$ cat src/rtl/regref_pkg.sv
package regref_pkg;

    localparam int unsigned WORD_W  = 16;
    localparam int unsigned OP_W    = 12;
    localparam int unsigned GROUP_W = WORD_W - OP_W;
    localparam logic [GROUP_W-1:0] GROUP_CODE = 4'b0111;

    // One bit per operation; field order follows bit 11 down to bit 0.
    typedef struct packed {
        logic clr_ac;
        logic clr_e;
        logic inv_ac;
        logic inv_e;
        logic rot_r;
        logic rot_l;
        logic incr;
        logic tst_pos;
        logic tst_neg;
        logic tst_zero;
        logic tst_ez;
        logic stop;
    } op_t;

    typedef struct packed {
        logic [WORD_W-1:0] ac;
        logic              e;
    } state_t;

    function automatic logic more_than_one(input logic [OP_W-1:0] v);
        return ($countones(v) > 1);
    endfunction

    function automatic logic group_hit(input logic [WORD_W-1:0] w);
        return (w[WORD_W-1 -: GROUP_W] == GROUP_CODE);
    endfunction

endpackage

$ cat src/rtl/regref_decode.sv
module regref_decode
    import regref_pkg::*;
(
    input  logic              clk,
    input  logic              rst,
    input  logic              en,
    input  logic              halted,
    input  logic [WORD_W-1:0] instr,
    output op_t               op,
    output logic              illegal
);
    logic sel;
    logic multi;

    always_comb begin
        sel     = en && !halted && group_hit(instr);
        multi   = more_than_one(instr[OP_W-1:0]);
        illegal = sel && multi;
        op      = (sel && !multi) ? op_t'(instr[OP_W-1:0]) : '0;
    end

    assert_illegal_quiet_R8: assert property (@(posedge clk) disable iff (rst)
        illegal |-> (op == '0));

    assert_decode_onehot_R1: assert property (@(posedge clk) disable iff (rst)
        $onehot0(op));

endmodule

$ cat src/rtl/regref_alu.sv
module regref_alu
    import regref_pkg::*;
(
    input  logic   clk,
    input  logic   rst,
    input  op_t    op,
    input  state_t cur,
    output state_t nxt
);
    always_comb begin
        nxt = cur;
        if (op.clr_ac)      nxt.ac = '0;
        else if (op.clr_e)  nxt.e  = 1'b0;
        else if (op.inv_ac) nxt.ac = ~cur.ac;
        else if (op.inv_e)  nxt.e  = ~cur.e;
        else if (op.rot_r)  nxt    = {cur.e, cur.ac};
        else if (op.rot_l)  nxt    = {cur.ac[WORD_W-2:0], cur.e, cur.ac[WORD_W-1]};
        else if (op.incr)   nxt.ac = cur.ac + 1'b1;
    end

    assert_inc_keeps_e_R5: assert property (@(posedge clk) disable iff (rst)
        op.incr |-> (nxt.e == cur.e) && (WORD_W'(nxt.ac - cur.ac) == WORD_W'(1)));

    assert_rot_right_carry_R4: assert property (@(posedge clk) disable iff (rst)
        op.rot_r |-> (nxt.e == cur.ac[0]) && (nxt.ac[WORD_W-1] == cur.e));

    assert_rot_left_carry_R4: assert property (@(posedge clk) disable iff (rst)
        op.rot_l |-> (nxt.e == cur.ac[WORD_W-1]) && (nxt.ac[0] == cur.e));

endmodule

$ cat src/rtl/regref_skip.sv
module regref_skip
    import regref_pkg::*;
(
    input  logic   clk,
    input  logic   rst,
    input  op_t    op,
    input  state_t cur,
    output logic   skip
);
    logic sign;
    logic zero;

    always_comb begin
        sign = cur.ac[WORD_W-1];
        zero = (cur.ac == '0);
        skip = (op.tst_pos  && !sign) ||
               (op.tst_neg  &&  sign) ||
               (op.tst_zero &&  zero) ||
               (op.tst_ez   && !cur.e);
    end

    assert_skip_needs_test_R6: assert property (@(posedge clk) disable iff (rst)
        skip |-> (op.tst_pos || op.tst_neg || op.tst_zero || op.tst_ez));

endmodule

$ cat src/rtl/regref_exec_unit.sv
module regref_exec_unit
    import regref_pkg::*;
(
    input  logic        clk,
    input  logic        rst,
    input  logic        en,
    input  logic [15:0] instr,
    input  logic [15:0] ac_in,
    input  logic        e_in,
    output logic [15:0] ac_out,
    output logic        e_out,
    output logic        skip,
    output logic        illegal,
    output logic        halted
);
    op_t    op;
    state_t cur;
    state_t nxt;
    logic   halt_q;

    assign cur = '{ac: ac_in, e: e_in};

    regref_decode u_dec (
        .clk     (clk),
        .rst     (rst),
        .en      (en),
        .halted  (halt_q),
        .instr   (instr),
        .op      (op),
        .illegal (illegal)
    );

    regref_alu u_alu (
        .clk (clk),
        .rst (rst),
        .op  (op),
        .cur (cur),
        .nxt (nxt)
    );

    regref_skip u_skp (
        .clk  (clk),
        .rst  (rst),
        .op   (op),
        .cur  (cur),
        .skip (skip)
    );

    always_ff @(posedge clk) begin
        if (rst)          halt_q <= 1'b0;
        else if (op.stop) halt_q <= 1'b1;
    end

    assign ac_out = nxt.ac;
    assign e_out  = nxt.e;
    assign halted = halt_q;

    assert_halt_sticky_R7: assert property (@(posedge clk) disable iff (rst)
        halted |=> halted);

    assert_idle_passthru_R1: assert property (@(posedge clk) disable iff (rst)
        (!en || halted) |-> (ac_out == ac_in) && (e_out == e_in) && !skip && !illegal);

    assert_skip_no_write_R6: assert property (@(posedge clk) disable iff (rst)
        skip |-> (ac_out == ac_in) && (e_out == e_in));

    assert_illegal_no_halt_R8: assert property (@(posedge clk) disable iff (rst)
        (illegal && !halted) |=> !halted);

endmodule

$ cat config.mk
export PLATFORM = sky130hd
export DESIGN_NAME = regref_exec_unit
export DESIGN_NICKNAME = d
export VERILOG_FILES = /design/src/rtl/regref_pkg.sv /design/src/rtl/regref_decode.sv /design/src/rtl/regref_alu.sv /design/src/rtl/regref_skip.sv /design/src/rtl/regref_exec_unit.sv
export SDC_FILE = /design/constraint.sdc
export NUM_CORES = 1
export LEC_CHECK = 0
export BUFFER_PORTS_ARGS = -buffer_cell sky130_fd_sc_hd__clkbuf_2
export CORE_MARGIN = 2
export CORE_UTILIZATION = 50
export DETAILED_ROUTE_END_ITERATION = 6
export PLACE_DENSITY = 0.79
export SLEW_MARGIN = 20
export SYNTH_ARGS = -nofsm -noshare
export SYNTH_HDL_FRONTEND = slang
export SYNTH_SLANG_ARGS = --single-unit
$ cat constraint.sdc
create_clock -name clk -period 5.9 [get_ports clk]
set_input_delay 1.18 -clock clk [delete_from_list [all_inputs] [get_ports clk]]
set_output_delay 1.18 -clock clk [all_outputs]
set_load 0.05 [all_outputs]
==> summary.txt <==
Layout
  – Layout net count: 452
  – Layout cell share with drive strength beyond 1: 0.4000
  – Most common cell after layout, fill and taps aside: buf_4
  – Commonest non-fill, non-tap cells in the layout: 34 x buf_4, 32 x clkbuf_2, 27 x inv_1, 27 x nand2_1, 20 x a21oi_1
  – Fin area: approximately 3400 sq um
  – Reg area: 20.02 sq um
  – Max reg flops: 1
  – Multi-input gate area: 2297 sq um
  – ANT cells: 0
  – Filler Cell Count: between 200 and 300
  – Synthesis-to-layout area growth: 57.76%

Logic synthesis
  – Sequential element share of the synthesized area: 0.009297
  – Predominant post-synthesis flop cell: dfxtp_1
  – EDFF count, synth: 0
  – Unique masters post-synth: between 70 and 80
  – Share of flip-flops with an asynchronous set or reset: 0
  – Post-synthesis simple-gate area fraction: 0.3393
  – Syn Inst Count: between 300 and 400
  – Synth Area in Compound Gates: 0.3783
  – Yosys warns: 0
  – Synth Area in XOR/XNOR: 0
  – Mapped Avg Cell Area: approximately 6.6 sq um
  – Fraction of synthesized area in multiplexers: 0.02382
  – Post-synthesis register bit count: 1
  – Post-synthesis adder-cell area fraction: 0.1348
  – Net Count, Synth: 382
  – Largest family of logic cells by synthesized area: compound AO/OA/AOI/OAI gates
  – Syn Std Cell Area: between 2000 and 2500 sq um

Worst setup path
  – Crit start category: input port
  – CP required: approximately 4.7 ns
  – Crit path DAT: 5.29 ns
  – Worst-path maximum fanout: 5
  – CP Capture Type: output port
  – Crit path kind: in -> out

Global routing
  – GRT Overall Usage: 0.3709
  – Largest net degree at the start of global routing: 41
  – First-pass GRT wire length: 15010 microns
  – Initial antenna violation count: 0
  – Total congestion overflow: 0
  – Number of global-route vias before repair: a little under 3000

Timing
  – Setup TNS: -8.218 ns
  – Slew headroom: 0.4522
  – Worst-Margin Slew: about 0.8 ns
  – Count of pins over their slew limit: 0
  – Final setup margin: -0.5747 ns
  – Final hold violations: 0
  – Final period util: 1.097
  – Final setup viols: 18
  – Hold WS: ~0.47 ns
  – Post-layout min period: around 6.5 ns
  – Worst Skew: 0 ns
  – Unrepaired setup endpoints after global routing: true
  – Max Freq: between 150 and 200 MHz

Detailed routing
  – Antenna Nets Post-Route: 0
  – Vias per Instance: about 7
  – Residual DRC: 0
  – Initial DRC Count: around 600
  – Drt first pass iters: 7
  – Total number of vias: between 3000 and 4000
  – Avg WL per Cell: between 20 and 25 microns
  – DRT Wirelength: 9353 microns

Power
  – Peak supply drop: around 190 uV
  – Power density over the cells: 174.2 nW/um^2
  – Total power draw: approximately 590 uW
  – Leakage: ~0.0013 uW

Run status
  – Failing checks: negative setup slack
  – Outcome: finished, violations left

Clock network
  – Hold-fix buffers, CTS: 0
  – CTS clock-pin slew for the worst setup and hold paths: 0 ns
  – Worst-skew pair later-pin latency: 0 ns

Floorplanning
  – Core area: 4086 sq um
  – Die Width: a little under 70 microns
  – Height of the die: between 60 and 70 microns
  – Io pins: 56
  – Die area: between 4000 and 5000 sq um
  – Starting Density: 0.5269
  – Rows: 23

Place
  – Gp weighted congestion: approximately 1.0
  – Placed inst area: just under 3000 sq um
  – PortBufs: 55
  – HPWL after detailed placement: between 6000 and 7000 microns

Min path
  – Hold Path Class: reg -> reg

Job
  – Maxcap violations: 0
==> routing by layer <==
| layer | routed length, microns | part of all wire | GRT usage | vias up |
|---|---|---|---|---|
| met2 | 4303 | 0.46 | 0.6058 | 290 |
| met4 | 453 | 0.048 | 0.1132 | 0 |
| met3 | 1176 | 0.13 | 0.02762 | 79 |
| li1 | - | - | - | 1370 |
| met1 | 3419 | 0.37 | 0.5201 | 1441 |
| met5 | 0 | 0 | 0 | - |
==> cells in the mapped netlist, types with 3 or more instances <==
cell,instances,area share
a21oi_1,28,0.065
a211oi_1,7,0.024
o31ai_1,5,0.017
o21ai_1,3,0.0070
a41oi_1,5,0.020
o22ai_1,5,0.015
nand2_1,28,0.049
o211ai_1,6,0.021
o21ai_0,17,0.040
nor2_1,21,0.037
clkbuf_1,17,0.030
inv_1,30,0.052
buf_2,9,0.021
nand3_1,11,0.026
fa_1,7,0.065
nor3_1,10,0.023
and3_1,4,0.012
nand4_1,6,0.017
nor3b_1,3,0.010
a221oi_1,4,0.016
a31oi_1,8,0.023
nand2b_1,4,0.012
nor2b_1,9,0.026
ha_1,12,0.070
mux2i_1,4,0.019
a2111oi_0,3,0.012
o21bai_1,3,0.010
==> through the flow <==
stage,utilization,instances,setup WS [ns]
2_1_floorplan,-,327,-0.4720
3_3_place_gp,0.7284,438,-0.5263
3_5_place_dp,0.7284,438,-0.6412
4_1_cts,0.7903,443,-0.5119
5_1_grt,0.8313,445,-0.6554
6_report,0.8313,445,-0.5747
==> power breakdown <==
part	switching [uW]	internal, uW
sequential	0.0756	7.03
clock	0	0
combinational	319	266
==> final timing paths <==
kind              startpoint         end  slack [ns]  depth (start not counted)
setup / recovery    instr[7]  ac_out[15]       -0.57                         16
hold / removal        halted      halted        0.47                          2
setup reg to reg      halted      halted        4.26                          7
hold reg to reg       halted      halted        0.47                          2
==> cell type report <==
type,instances,area share
multi-input cells,266,0.6762
repair buffers,98,0.2663
inverters,30,0.03315
well taps,50,0.01842
flip-flops and latches,1,0.005893
==> worst max-delay path, stage by stage <==
cell and delay [ns]:
buf_8 0.10, ha_4 0.25, inv_2 0.03, fa_1 0.57
fa_1 0.44, fa_1 0.51, inv_2 0.05, ha_4 0.16
fa_2 0.44, or4_4 0.56, buf_6 0.15, nor3_4 0.23
buf_6 0.16, a32oi_4 0.10, a21oi_4 0.20, buf_12 0.15
==> repair_timing <==
item                       CTS  global route
setup buffers                5             3
resized for setup           46            40
pin swaps                   10             9
setup endpoints to repair   18            19
==> cells by family (layout without fill, tap and decap cells) <==
group	after synthesis	count (layout)
adders and majority gates	19	19
AOI/OAI and AO/OA	119	119
and+or+nand+nor	123	123
muxes	5	5
buffers and inverters	60	128
DFF	1	1
Power figures use the tool's default switching activity.
